<file path="config.mk">
export PLATFORM = sky130hd
export DESIGN_NAME = intr_select
export DESIGN_NICKNAME = d
export VERILOG_FILES = /design/src/rtl/intr_select_pkg.sv /design/src/rtl/intr_hi_find.sv /design/src/rtl/intr_state.sv /design/src/rtl/intr_qualify.sv /design/src/rtl/intr_select.sv
export SDC_FILE = /design/constraint.sdc
export NUM_CORES = 1
export LEC_CHECK = 0
export ABC_AREA = 1
export CAP_MARGIN = 10
export CORE_MARGIN = 3
export CORE_UTILIZATION = 35
export DETAILED_ROUTE_END_ITERATION = 10
export GPL_TIMING_DRIVEN = 0
export PLACE_DENSITY = 0.54
export SLEW_MARGIN = 40
export SYNTH_ARGS = -nofsm -noshare
export SYNTH_HDL_FRONTEND = slang
export SYNTH_SLANG_ARGS = --single-unit
</file>
<file path="constraint.sdc">
create_clock -name clk_i -period 19.9 [get_ports clk_i]
set_input_delay 5.97 -clock clk_i [delete_from_list [all_inputs] [get_ports clk_i]]
set_output_delay 5.97 -clock clk_i [all_outputs]
set_load 0.02 [all_outputs]
</file>
<file path="src/rtl/intr_select_pkg.sv">
package intr_select_pkg;

  localparam int NMI_VEC    = 2;
  localparam int EXTINT_VEC = 0;
  localparam int SPUR_VEC   = 15;
  localparam int FIRST_EXT  = 16;

  typedef enum logic [1:0] {
    SRC_NONE = 2'd0,
    SRC_EXT  = 2'd1,
    SRC_PMI  = 2'd2,
    SRC_INIT = 2'd3
  } src_e;

endpackage

</file>
<file path="src/rtl/intr_hi_find.sv">
// Index of the highest set bit.
module intr_hi_find #(
  parameter  int W  = 258,
  localparam int IW = $clog2(W)
) (
  input  logic [W-1:0]  req_i,
  output logic          any_o,
  output logic [IW-1:0] idx_o
);

  always_comb begin
    any_o = |req_i;
    idx_o = '0;
    for (int i = 0; i < W; i++) begin
      if (req_i[i]) idx_o = IW'(i);
    end
  end

endmodule

</file>
<file path="src/rtl/intr_state.sv">
// Pending and in-service bitmaps; set dominates clear.
module intr_state #(
  parameter int NUM_VEC = 256
) (
  input  logic               clk_i,
  input  logic               rst_ni,
  input  logic [NUM_VEC-1:0] set_pend_i,
  input  logic [NUM_VEC-1:0] clr_pend_i,
  input  logic [NUM_VEC-1:0] set_isr_i,
  input  logic [NUM_VEC-1:0] clr_isr_i,
  output logic [NUM_VEC-1:0] pend_q_o,
  output logic [NUM_VEC-1:0] isr_q_o
);

  for (genvar g = 0; g < NUM_VEC; g++) begin : g_bit
    always_ff @(posedge clk_i or negedge rst_ni) begin
      if (!rst_ni) begin
        pend_q_o[g] <= 1'b0;
        isr_q_o[g]  <= 1'b0;
      end else begin
        pend_q_o[g] <= (pend_q_o[g] & ~clr_pend_i[g]) | set_pend_i[g];
        isr_q_o[g]  <= (isr_q_o[g] & ~clr_isr_i[g]) | set_isr_i[g];
      end
    end
  end

endmodule

</file>
<file path="src/rtl/intr_qualify.sv">
// Masking, enabling and source arbitration.
module intr_qualify
  import intr_select_pkg::*;
#(
  parameter  int NUM_VEC = 256,
  parameter  int CLASS_W = 4,
  localparam int VEC_W   = $clog2(NUM_VEC),
  localparam int RANK_W  = $clog2(NUM_VEC + 2)
) (
  input  logic               run_i,
  input  logic               pend_any_i,
  input  logic [RANK_W-1:0]  pend_rank_i,
  input  logic               isr_any_i,
  input  logic [RANK_W-1:0]  isr_rank_i,
  input  logic               init_req_i,
  input  logic               mchk_i,
  input  logic               pmi_req_i,
  input  logic               coll_en_i,
  input  logic               ien_i,
  input  logic               legacy_i,
  input  logic               leg_cif_i,
  input  logic               leg_eif_i,
  input  logic               mask_all_i,
  input  logic [CLASS_W-1:0] class_thr_i,
  output src_e               src_o,
  output logic [VEC_W-1:0]   sel_vec_o,
  output logic [VEC_W-1:0]   hp_vec_o,
  output logic [VEC_W-1:0]   isr_vec_o
);

  localparam logic [RANK_W-1:0] RANK_NMI  = RANK_W'(NUM_VEC + 1);
  localparam logic [RANK_W-1:0] RANK_XINT = RANK_W'(NUM_VEC);

  function automatic logic [VEC_W-1:0] rank2vec(input logic [RANK_W-1:0] r);
    if (r == RANK_NMI)       return VEC_W'(NMI_VEC);
    else if (r == RANK_XINT) return VEC_W'(EXTINT_VEC);
    else                     return r[VEC_W-1:0];
  endfunction

  logic [VEC_W-1:0]   pend_vec;
  logic [CLASS_W-1:0] pend_cls;
  logic               is_nmi, is_xint, above_isr, class_ok, unmasked;
  logic               ext_en, init_ok, pmi_ok, ext_ok;

  assign pend_vec  = rank2vec(pend_rank_i);
  assign isr_vec_o = rank2vec(isr_rank_i);
  assign pend_cls  = pend_vec[VEC_W-1 -: CLASS_W];
  assign is_nmi    = pend_rank_i == RANK_NMI;
  assign is_xint   = pend_rank_i == RANK_XINT;
  assign above_isr = !isr_any_i || (pend_rank_i > isr_rank_i);
  assign class_ok  = is_xint || (pend_cls > class_thr_i);

  // masking is monotone in rank, so only the top pending entry matters
  assign unmasked  = pend_any_i && above_isr && (is_nmi || (!mask_all_i && class_ok));
  assign hp_vec_o  = unmasked ? pend_vec : VEC_W'(SPUR_VEC);

  assign ext_en  = ien_i && (!legacy_i || !leg_cif_i || leg_eif_i);
  assign init_ok = init_req_i && !mchk_i;
  assign pmi_ok  = pmi_req_i && coll_en_i;
  assign ext_ok  = ext_en && unmasked;

  always_comb begin
    src_o = SRC_NONE;
    if (run_i) begin
      if (init_ok)     src_o = SRC_INIT;
      else if (pmi_ok) src_o = SRC_PMI;
      else if (ext_ok) src_o = SRC_EXT;
    end
  end

  assign sel_vec_o = (src_o == SRC_EXT) ? pend_vec : '0;

endmodule

</file>
<file path="src/rtl/intr_select.sv">
module intr_select
  import intr_select_pkg::*;
#(
  parameter  int NUM_VEC = 256,
  parameter  int CLASS_W = 4,
  localparam int VEC_W   = $clog2(NUM_VEC)
) (
  input  logic               clk_i,
  input  logic               rst_ni,
  input  logic [NUM_VEC-1:0] raise_i,
  input  logic               init_req_i,
  input  logic               pmi_req_i,
  input  logic               mask_all_i,
  input  logic [CLASS_W-1:0] class_thr_i,
  input  logic               mchk_i,
  input  logic               coll_en_i,
  input  logic               ien_i,
  input  logic               legacy_i,
  input  logic               leg_cif_i,
  input  logic               leg_eif_i,
  input  logic               ack_i,
  input  logic               eoi_i,
  output logic               deliver_o,
  output logic               fw_o,
  output logic               fw_init_o,
  output logic [VEC_W-1:0]   vec_o,
  output logic [VEC_W-1:0]   hp_vec_o
);

  localparam int RANK_N = NUM_VEC + 2;
  localparam int RANK_W = $clog2(RANK_N);

  logic               run_q;
  logic [NUM_VEC-1:0] pend_q, isr_q;
  logic [NUM_VEC-1:0] set_pend, clr_pend, set_isr, clr_isr;
  logic [RANK_N-1:0]  pend_rk, isr_rk;
  logic               pend_any, isr_any, ack_en, eoi_en;
  logic [RANK_W-1:0]  pend_idx, isr_idx;
  logic [VEC_W-1:0]   sel_vec, isr_vec;
  src_e               src;

  always_ff @(posedge clk_i or negedge rst_ni) begin
    if (!rst_ni) run_q <= 1'b0;
    else         run_q <= 1'b1;
  end

  // rank order: NMI on top, ExtINT next, then vector number.
  // Low 16 slots repeat vectors 0/2 but can never win over their top copies.
  assign pend_rk = {pend_q[NMI_VEC], pend_q[EXTINT_VEC], pend_q};
  assign isr_rk  = {isr_q[NMI_VEC], isr_q[EXTINT_VEC], isr_q};

  intr_hi_find #(.W(RANK_N)) u_pend_find (
    .req_i(pend_rk), .any_o(pend_any), .idx_o(pend_idx)
  );

  intr_hi_find #(.W(RANK_N)) u_isr_find (
    .req_i(isr_rk), .any_o(isr_any), .idx_o(isr_idx)
  );

  intr_qualify #(.NUM_VEC(NUM_VEC), .CLASS_W(CLASS_W)) u_qual (
    .run_i      (run_q),
    .pend_any_i (pend_any),
    .pend_rank_i(pend_idx),
    .isr_any_i  (isr_any),
    .isr_rank_i (isr_idx),
    .init_req_i (init_req_i),
    .mchk_i     (mchk_i),
    .pmi_req_i  (pmi_req_i),
    .coll_en_i  (coll_en_i),
    .ien_i      (ien_i),
    .legacy_i   (legacy_i),
    .leg_cif_i  (leg_cif_i),
    .leg_eif_i  (leg_eif_i),
    .mask_all_i (mask_all_i),
    .class_thr_i(class_thr_i),
    .src_o      (src),
    .sel_vec_o  (sel_vec),
    .hp_vec_o   (hp_vec_o),
    .isr_vec_o  (isr_vec)
  );

  assign ack_en = ack_i && (src == SRC_EXT);
  assign eoi_en = eoi_i && isr_any;

  for (genvar g = 0; g < NUM_VEC; g++) begin : g_ctl
    localparam logic [VEC_W-1:0] GV = VEC_W'(g);
    localparam bit LEGAL = (g == EXTINT_VEC) || (g == NMI_VEC) || (g >= FIRST_EXT);
    assign set_pend[g] = raise_i[g] & LEGAL;
    assign clr_pend[g] = ack_en && (sel_vec == GV);
    assign set_isr[g]  = ack_en && (sel_vec == GV);
    assign clr_isr[g]  = eoi_en && (isr_vec == GV);
  end

  intr_state #(.NUM_VEC(NUM_VEC)) u_state (
    .clk_i     (clk_i),
    .rst_ni    (rst_ni),
    .set_pend_i(set_pend),
    .clr_pend_i(clr_pend),
    .set_isr_i (set_isr),
    .clr_isr_i (clr_isr),
    .pend_q_o  (pend_q),
    .isr_q_o   (isr_q)
  );

  assign deliver_o = src != SRC_NONE;
  assign fw_o      = (src == SRC_PMI) || (src == SRC_INIT);
  assign fw_init_o = src == SRC_INIT;
  assign vec_o     = sel_vec;

endmodule

</file>
==> results.json, run 1 <==
{
  "status": "finished with violations",
  "violations": "negative setup slack",
  "grt_pass1_wl_mm": 168.0,
  "synth_fa_ha_area_frac": 0.005631,
  "dr.first_iter.drc_count": 2341,
  "grt_setup_unrepaired": "true",
  "synth_cell_types": 39,
  "start_util": 0.3557,
  "clock_latency_ps": 650,
  "syn_nets": 4621,
  "hold_buffers": 0,
  "timing_worst_setup_path_type": "reg -> out",
  "min_period_over_period": 1.103,
  "dieWidth_um": 293.3,
  "drt_first_pass_iters": 7,
  "viasPerCell": 4.790,
  "synth_compound_area_frac": 0.08083,
  "route.vias.total": 28057,
  "finalHoldViolCount": 0,
  "synth.area.top_cells": "dfrtp_1 44%, nand2_1 22%, inv_1 11%, nor2_1 7.6%, o21bai_1 3.0%",
  "ant_nets": 0,
  "synth_common_cells": "1676 x nand2_1, 817 x inv_1, 588 x nor2_1",
  "ir_worst_vdd_mv": 0.06093,
  "dieArea_um2": 86010,
  "worst_slack_ps": -2050,
  "antenna_cells": 0,
  "core-area_um2": 81200,
  "min_path_type": "reg -> reg",
  "avgRoutedWirePerCell_um": 19.46,
  "clkSinkCount": 513,
  "critPathMaxStageDelay_ps": 360,
  "skew_ps": 29.33,
  "power.density_nw_per_um2": 65.91,
  "leakage_nw": 19.15,
  "clk_path_buf_depth": 3,
  "crit_path_max_fanout": 8,
  "crit_path_end_kind": "primary output",
  "syn_area_um2": 28890,
  "worstSetupStartpointType": "flop",
  "busiest_layer": "met2",
  "critPathSlowestCell": "dfrtp_1",
  "cts_tree": "built",
  "min_period_ps": 21950,
  "slew_violations": 0,
  "gp_congestion": 1.008,
  "synth.area.mux_share": 0,
  "dp.cells": 5681,
  "yosysTopAreaCellShare": 0.4444,
  "synth-simple-area-share": 0.3478,
  "num_rows": 104,
  "gr-usage-met2": 0.4293,
  "grt_pass1_vias": 27060,
  "syn_avg_cell_area_um2": 6.663,
  "drc": 0,
  "root_buffer": "clkbuf_16",
  "crit_required_ps": 13930,
  "ios": 292,
  "path_clk_slew_ps": 60,
  "path_delay_family": "simple AND/OR/NAND/NOR gates",
  "grt_util_all_layers": 0.2627,
  "max_slew.worst_pin.slew_ps": 992.8,
  "max_freq_ghz": 0.04556,
  "ys_warn_count": 0,
  "synth_seq_cells": 513,
  "drv_cap": 0,
  "antenna_found_initial": 2,
  "wirelength_mm": 113.9,
  "layout-area-overhead-vs-synth_pct": 24.68,
  "grt.met3_usage": 0.04331,
  "seq_area_frac_synth": 0.4444,
  "slew_headroom": 0.3362,
  "fin_cells": 5857,
  "drive_gt1_frac": 0.06421,
  "die_h_um": 293.3,
  "async_flop_share": 1.000,
  "place_area_um2": 33250,
  "hpwl_mm": 83.77,
  "port-buffer-count": 277,
  "synth_xor_area_frac": 0,
  "synth_ff_type": "dfrtp_1",
  "synth_top_family_by_area": "simple AND/OR/NAND/NOR gates",
  "synth-edff-count": 0,
  "grt_max_degree": 71,
  "cpMostUsedCell": "nand2_1",
  "fin_area_um2": 36010,
  "grt_overflow": 0,
  "use_met1": 0.3454,
  "cts_buffers": 59,
  "setup-violations-final": 17,
  "htreeDepth": 2,
  "synth_top_area_cell": "dfrtp_1",
  "fin_nets": 5036,
  "post-synth-top-count-cell": "nand2_1",
  "syn_inst": 4335,
  "cp_num_buf_inv": 48,
  "worst_ep_arrival_time_ps": 15980
}
## metal layers
layer,wire length (um),vias up,share of wire
li1,-,13890,-
met1,48610,12989,0.43
met2,51700,931,0.45
met3,8110,245,0.071
met4,5522,2,0.048
met5,11,-,0.000097
## power by group
part / total (mW) / switching, mW / internal, mW
Sequential: 1.05 / 0.00149 / 1.04
Combinational: 0.183 / 0.107 / 0.0769
Clock: 1.14 / 0.470 / 0.674
## cells in the final DEF, fill, tap and decap left out, drive strengths merged, types with 2 or more instances in the layout
master,count
bufinv,6
a21oi,17
clkbuf,130
inv,828
o211ai,2
nand4,139
clkinvlp,3
nor2,593
dfrtp,513
clkinv,14
o21ai,203
buf,140
a21o,23
a31oi,11
ha,13
nand2,1680
nor4,6
nor3,8
a21boi,3
o31ai,4
nand3,78
clkdlybuf4s50,259
a221oi,2
o21bai,115
## area by class of cell
class | count | area (um2)
fill | 8690 | 45180
sequential | 513 | 12840
multi-input combinational | 2904 | 12720
timing repair buffer | 355 | 3578
inverter | 830 | 3151
clock buffer | 87 | 1723
tap | 1060 | 1326
buffer | 87 | 401.6
clock inverter | 21 | 275.3
## through the flow
stage          setup slack, ps  utilization   TNS, ps  hold WS [ps]  total power [mW]
4_1_cts                  -1889       0.4416    -30120         480.5             2.390
3_5_place_dp             -3628       0.4095    -40130         467.1             1.231
5_1_grt                  -4319       0.4435    -71300         506.3             2.444
6_report                 -2050       0.4435    -33170         480.1             2.374
3_3_place_gp            -11890       0.4062  -6111620         456.6             1.229
2_1_floorplan            475.2            -         0         441.9             1.113
## registers in the layout, indices dropped and copies added (netlist names)
signal and count:
run_q 1, u_state.pend_q_o 256, u_state.isr_q_o 256
## repair_timing
item,CTS,global route
buffers inserted,58,12
pin swaps,19,15
setup endpoints to repair,17,198
gates resized for setup,148,17
## tightest hold or removal path: stages (launching register included)
cell and delay [ps]:
dfrtp_1 340, nand2_1 50, nand2_1 60
## kinds of logic (layout without fill, tap and decap cells)
group	Yosys count	in the layout
adder cells (fa/ha/maj)	13	13
AO/OA/AOI/OAI	385	385
other	1	1
flip-flops	513	513
AND/OR/NAND/NOR	2505	2505
buffers and inverters	918	1380
## final timing paths
kind | startpoint | to | slack [ps] | cells past startpoint
setup reg to reg | u_state.pend_q_o[4] | u_state.pend_q_o[212] | 2320 | 193
hold / removal | u_state.pend_q_o[255] | u_state.pend_q_o[255] | 480 | 2
hold reg to reg | u_state.pend_q_o[255] | u_state.pend_q_o[255] | 480 | 2
max in group asynchronous | rst_ni | u_state.pend_q_o[133] | 13390 | 4
setup / recovery | u_state.pend_q_o[4] | vec_o[2] | -2050 | 187
min in group asynchronous | rst_ni | u_state.pend_q_o[58] | 5150 | 1
Note: power is estimated with default switching activity, not from simulation.
==> run 2: changes to the inputs <==
--- a/config.mk
+++ b/config.mk
@@ -7,8 +7,8 @@
 export LEC_CHECK = 0
 export ABC_AREA = 1
 export CAP_MARGIN = 10
-export CORE_MARGIN = 3
 export CORE_UTILIZATION = 35
+export CTS_BUF_LIST = sky130_fd_sc_hd__clkbuf_8
 export DETAILED_ROUTE_END_ITERATION = 10
 export GPL_TIMING_DRIVEN = 0
 export PLACE_DENSITY = 0.54
==> run 2 against run 1 <==
  * The flow still finishes with violations (negative setup slack)
  * Core utilization down 0.21 points
  * Die area down 2.7%
  * Combinational power about the same
==> results.json, run 2 (synthesis gave the netlist of run 1 again) <==
{
  "status": "finished with violations",
  "violations": "negative setup slack",
  "grt_pass1_wl_mm": 165.4,
  "rr_endpoint": "u_state.pend_q_o[223]",
  "viasPerCell": 4.773,
  "port-buffer-count": 277,
  "grt_overflow": 0,
  "slew_headroom": 0.4284,
  "avgRoutedWirePerCell_um": 18.97,
  "crit_path_end_kind": "primary output",
  "worst_slack_ps": -1671,
  "critPathMaxStageDelay_ps": 400,
  "reg_top3": "u_state.isr_q_o (256), u_state.pend_q_o (256), run_q (1)",
  "whs_endpoint": "u_state.pend_q_o[255]",
  "min_period_over_period": 1.084,
  "drt_first_pass_iters": 6,
  "p_seq_frac": 0.444,
  "wirelength_mm": 111.6,
  "dr.first_iter.drc_count": 2386,
  "worst_ep_arrival_time_ps": 15600,
  "drv_cap": 0,
  "crit_start": "u_state.isr_q_o[3]",
  "max_slew.worst_pin.slew_ps": 854.2,
  "p_comb_frac": 0.079,
  "grt_setup_unrepaired": "true",
  "clk_path_buf_depth": 3,
  "layout_commonest_cell": "nand2_1",
  "grt_util_all_layers": 0.2694,
  "fin_area_um2": 35780,
  "power.density_nw_per_um2": 65.87,
  "total_power_mw": 2.357,
  "clock_latency_ps": 730,
  "route.vias.total": 28076,
  "hp-start": "u_state.pend_q_o[255]",
  "setup_tns_ps": -27160,
  "clkPwrFrac": 0.477,
  "power.share.switching": 0.2533,
  "drc": 0,
  "p_sw_mw": 0.5972,
  "setup-violations-final": 17,
  "slew_violations": 0,
  "gp_congestion": 1.027,
  "clkSinkCount": 513,
  "layout-area-overhead-vs-synth_pct": 23.88,
  "ant_nets": 0,
  "root_buffer": "clkbuf_8",
  "grt_max_degree": 72,
  "internal_power_mw": 1.760,
  "cts_tree": "built",
  "ios": 292,
  "leakage_nw": 19.12,
  "dieArea_um2": 83680,
  "fin_nets": 5029,
  "start_util": 0.3563,
  "dieWidth_um": 289.3,
  "core-area_um2": 81070,
  "skew_ps": 44.27,
  "finalHoldViolCount": 0,
  "num_rows": 104,
  "drive_gt1_frac": 0.06596,
  "worstSetupStartpointType": "flop",
  "antenna_found_initial": 2,
  "path_clk_slew_ps": 60,
  "r2r_cells": 278,
  "cts_buffers": 95,
  "cpMostUsedCell": "nand2_1",
  "min_period_ps": 21570,
  "ir_worst_vdd_mv": 0.04529,
  "r2r_start": "u_state.pend_q_o[4]",
  "place_area_um2": 33260,
  "critPathSlowestCell": "dfrtp_1",
  "pre_cts_ws_ps": -3483,
  "rrSetupSlack_ps": 2850,
  "hpwl_mm": 82.79,
  "min_path_cells": 2,
  "crit_path_max_fanout": 10,
  "min_path_type": "reg -> reg",
  "die_h_um": 289.3,
  "timing_worst_setup_path_type": "reg -> out",
  "htreeDepth": 3,
  "whs_ps": 473.8,
  "max_freq_ghz": 0.04636,
  "grt_pass1_vias": 27074,
  "most-common-layout-cells": "1668 x nand2_1, 846 x inv_1, 565 x nor2_1",
  "crit_required_ps": 13930
}
run 2: cell types whose count changed in the layout (fill, tap and decap cells not counted), sizes merged:
cell and change:
buf -42, clkbuf +40, inv +33, clkinv -4, clkinvlp -2, bufinv -1
diode +1
run 2: cell type report:
type	instances	area (um2)
fill	8570	45280
sequential	513	12840
multi-input combinational	2904	12730
timing repair buffer	311	3244
inverter	830	3136
clock buffer	128	1762
tap	1060	1326
buffer	88	412.9
clock inverter	47	331.6
antenna	1	2.502
run 2: repair_timing:
item                       CTS  global route
buffers inserted            20             4
setup endpoints to repair   17           225
gates resized for setup    152            13
pin swaps                   15            12
hold buffers                 0             0
run 2: power by group through the flow:
stage | registers [mW] | clock network [mW] | logic [mW]
3_5_place_dp | 1.07 | 0 | 0.166
4_1_cts | 1.05 | 1.14 | 0.183
6_report | 1.05 | 1.12 | 0.186
3_3_place_gp | 1.07 | 0 | 0.161
5_1_grt | 1.05 | 1.19 | 0.199
2_1_floorplan | 1.06 | 0 | 0.0487
run 2: worst max-delay path, delay by kind of cell, from the launching register on:
family	cells	cell delay, ps
adders and majority gates	1	220
buffers and inverters	7	670
AOI/OAI and AO/OA	9	1200
DFF	1	400
and+or+nand+nor	251	12270
run 2: routing by layer:
layer	global-route usage	vias up	wire, um
met5	0	-	13
met4	0.1218	2	5442
met3	0.05346	263	8448
met2	0.4296	1029	50230
met1	0.3520	12878	47440
li1	-	13904	-
run 2: metrics by stage:
stage,util,cells
6_report,0.4414,5882
5_1_grt,0.4414,5882
4_1_cts,0.4401,5876
3_5_place_dp,0.4103,5682
3_3_place_gp,0.4069,5672
2_1_floorplan,-,4335
run 2: worst max-delay path by stage:
stage,to,slack [ps],cells past startpoint
floorplan,vec_o[1],480,266
global placement,u_state.pend_q_o[170],-11700,1
detailed placement,vec_o[1],-3480,269
CTS,vec_o[0],-1950,271
global route,vec_o[0],-4490,271
finish,hp_vec_o[3],-1670,268
==> run 3: changes to the inputs <==
--- a/config.mk
+++ b/config.mk
@@ -11,7 +11,7 @@
 export CTS_BUF_LIST = sky130_fd_sc_hd__clkbuf_8
 export DETAILED_ROUTE_END_ITERATION = 10
 export GPL_TIMING_DRIVEN = 0
-export PLACE_DENSITY = 0.54
+export PLACE_DENSITY = 0.52
 export SLEW_MARGIN = 40
 export SYNTH_ARGS = -nofsm -noshare
 export SYNTH_HDL_FRONTEND = slang
==> constraint.sdc (replaced) <==
create_clock -name clk_i -period 24.4 [get_ports clk_i]
set_input_delay 7.32 -clock clk_i [delete_from_list [all_inputs] [get_ports clk_i]]
set_output_delay 7.32 -clock clk_i [all_outputs]
set_load 0.02 [all_outputs]
==> run 3 against run 2 <==
  * The flow now finishes without violations
  * Core utilization is 0.37 points lower
  * Critical endpoint is now vec_o[5]
  * Clock power down 25%
  * Sequential share of layout area rose by 0.30 points
  * Count of clock-buffer cells in the layout fell by 12
  * Critical path depth is 2 higher
  * Worst setup slack better by 3000 ps
  * Worst hold slack improved by 1.5 ps
  * Cell count shrank 0.32%
  * Routed wire length increased by 1.7%
  * Power down 22%
  * Register-to-register slack better by 3900 ps
==> results.json, run 3 (synthesis gave the netlist of run 1 again) <==
{
  "worst_slack_ps": 1310,
  "gp_congestion": 0.9804,
  "max_freq_ghz": 0.04331,
  "fin_nets": 5023,
  "dieWidth_um": 289.3,
  "max_slew.worst_pin.slew_ps": 955.3,
  "worstSetupStartpointType": "flop",
  "clock_latency_ps": 720,
  "port-buffer-count": 277,
  "min_period_ps": 23090,
  "num_rows": 104,
  "wirelength_mm": 113.4,
  "setup-violations-final": 0,
  "reg_top3": "u_state.isr_q_o (256), u_state.pend_q_o (256), run_q (1)",
  "cp_num_buf_inv": 4,
  "pre_cts_ws_ps": -281.8,
  "route.vias.total": 28159,
  "dp.cells": 5683,
  "min_period_over_period": 0.9463,
  "crit_path_max_fanout": 8,
  "crit_required_ps": 17080,
  "cpMostUsedCell": "nand2_1",
  "critPathMaxStageDelay_ps": 390,
  "clkSinkCount": 513,
  "die_h_um": 289.3,
  "wl_met3_mm": 7.932,
  "most-common-layout-cells": "1666 x nand2_1, 845 x inv_1, 565 x nor2_1",
  "dieArea_um2": 83680,
  "dr.first_iter.drc_count": 2212,
  "timing_worst_setup_path_type": "reg -> out",
  "root_buffer": "clkbuf_8",
  "wl_met2_mm": 51.64,
  "antenna_found_initial": 2,
  "drc": 0,
  "viasPerCell": 4.803,
  "drive_gt1_frac": 0.06249,
  "power.density_nw_per_um2": 51.91,
  "cts_buffers": 93,
  "cts_tree": "built",
  "ant_nets": 0,
  "crit_path_end_kind": "primary output",
  "hold_buffers": 0,
  "wl_met1_mm": 48.93,
  "slew_violations": 0,
  "core-area_um2": 81070,
  "avgRoutedWirePerCell_um": 19.35,
  "layout-area-overhead-vs-synth_pct": 22.84,
  "min_path_type": "reg -> reg",
  "highest_layer": "met4",
  "grt_max_degree": 70,
  "start_util": 0.3563,
  "clk_path_buf_depth": 3,
  "grt_setup_unrepaired": "true",
  "finalHoldViolCount": 0,
  "drv_cap": 0,
  "worst_ep_arrival_time_ps": 15770,
  "whs_ps": 475.3,
  "critPathSlowestCell": "dfrtp_1",
  "path_clk_slew_ps": 60,
  "grt_pass1_vias": 26781,
  "fin_cells": 5863,
  "drt_first_pass_iters": 6,
  "grt_pass1_wl_mm": 167.1,
  "path_delay_family": "simple AND/OR/NAND/NOR gates",
  "leakage_nw": 18.97,
  "grt_util_all_layers": 0.2729,
  "layout_commonest_cell": "nand2_1",
  "hpwl_mm": 84.49,
  "skew_ps": 25.50,
  "ir_worst_vdd_mv": 0.03208,
  "htreeDepth": 3,
  "grt_overflow": 0,
  "ios": 292,
  "status": "complete, no violations",
  "slew_headroom": 0.3610
}
-- run 3: cell count changes in the layout (fill, tap and decap cells not counted), moves of 2 or more --
cell / previous run / this run
bufinv_16: 5 / 3
clkinvlp_4: 1 / 3
buf_6: 19 / 13
nand2_2: 4 / 9
nand2_1: 1668 / 1666
inv_6: 3 / 1
nand2_4: 8 / 5
clkbuf_8: 128 / 116
buf_4: 25 / 28
buf_12: 3 / 0
-- run 3: what timing repair did --
item | 4_1_cts | 5_1_grt
buffers inserted | 0 | 19
gates resized for setup | 8 | 130
pin swaps | 0 | 15
endpoints found under the setup margin | 8 | 17
-- run 3: cell type report --
cell class	count	area, um2
Antenna cell	2	5.005
Buffer	88	411.6
Clock buffer	116	1597
Clock inverter	43	260.3
Fill cell	8814	45580
Inverter	830	3133
Multi-Input combinational cell	2904	12720
Sequential cell	513	12840
Tap cell	1060	1326
Timing Repair Buffer	307	3189
-- run 3: power by group --
group          internal [mW]  switching, mW
clock network          0.456          0.388
logic                 0.0596         0.0851
registers              0.852        0.00186
-- run 3: worst min-delay path: stages (launching register included) --
cell	delay, ps
dfrtp_1	340
nand2_1	50
nand2_1	50
-- run 3: through the flow --
| step | power [mW] | utilization | TNS [ps] | cell area, um2 |
|---|---|---|---|---|
| 5_1_grt | 1.899 | 0.4377 | -21850 | 35480 |
| 3_5_place_dp | 1.006 | 0.4107 | -305.3 | 33290 |
| 3_3_place_gp | 1.004 | 0.4069 | -4495440 | 32980 |
| 2_1_floorplan | 0.9080 | - | 0 | 28890 |
| 6_report | 1.842 | 0.4377 | 0 | 35480 |
| 4_1_cts | 1.848 | 0.4339 | 0 | 35170 |
-- run 3: metal layers --
metal	vias to the layer above	global-route usage
li1	13880	-
met1	13113	0.3616
met2	936	0.4425
met3	230	0.04575
met4	0	0.1083
met5	-	0
-- run 3: path summary, 6_finish.rpt --
check	startpoint	end	slack [ps]	cells past startpoint
min in group asynchronous	rst_ni	u_state.pend_q_o[56]	6530	1
max in group asynchronous	rst_ni	u_state.pend_q_o[207]	16430	4
min reg2reg	u_state.pend_q_o[255]	u_state.pend_q_o[255]	480	2
max	u_state.pend_q_o[4]	vec_o[5]	1310	270
min	u_state.pend_q_o[255]	u_state.pend_q_o[255]	480	2
max reg2reg	u_state.pend_q_o[4]	u_state.pend_q_o[19]	6750	276
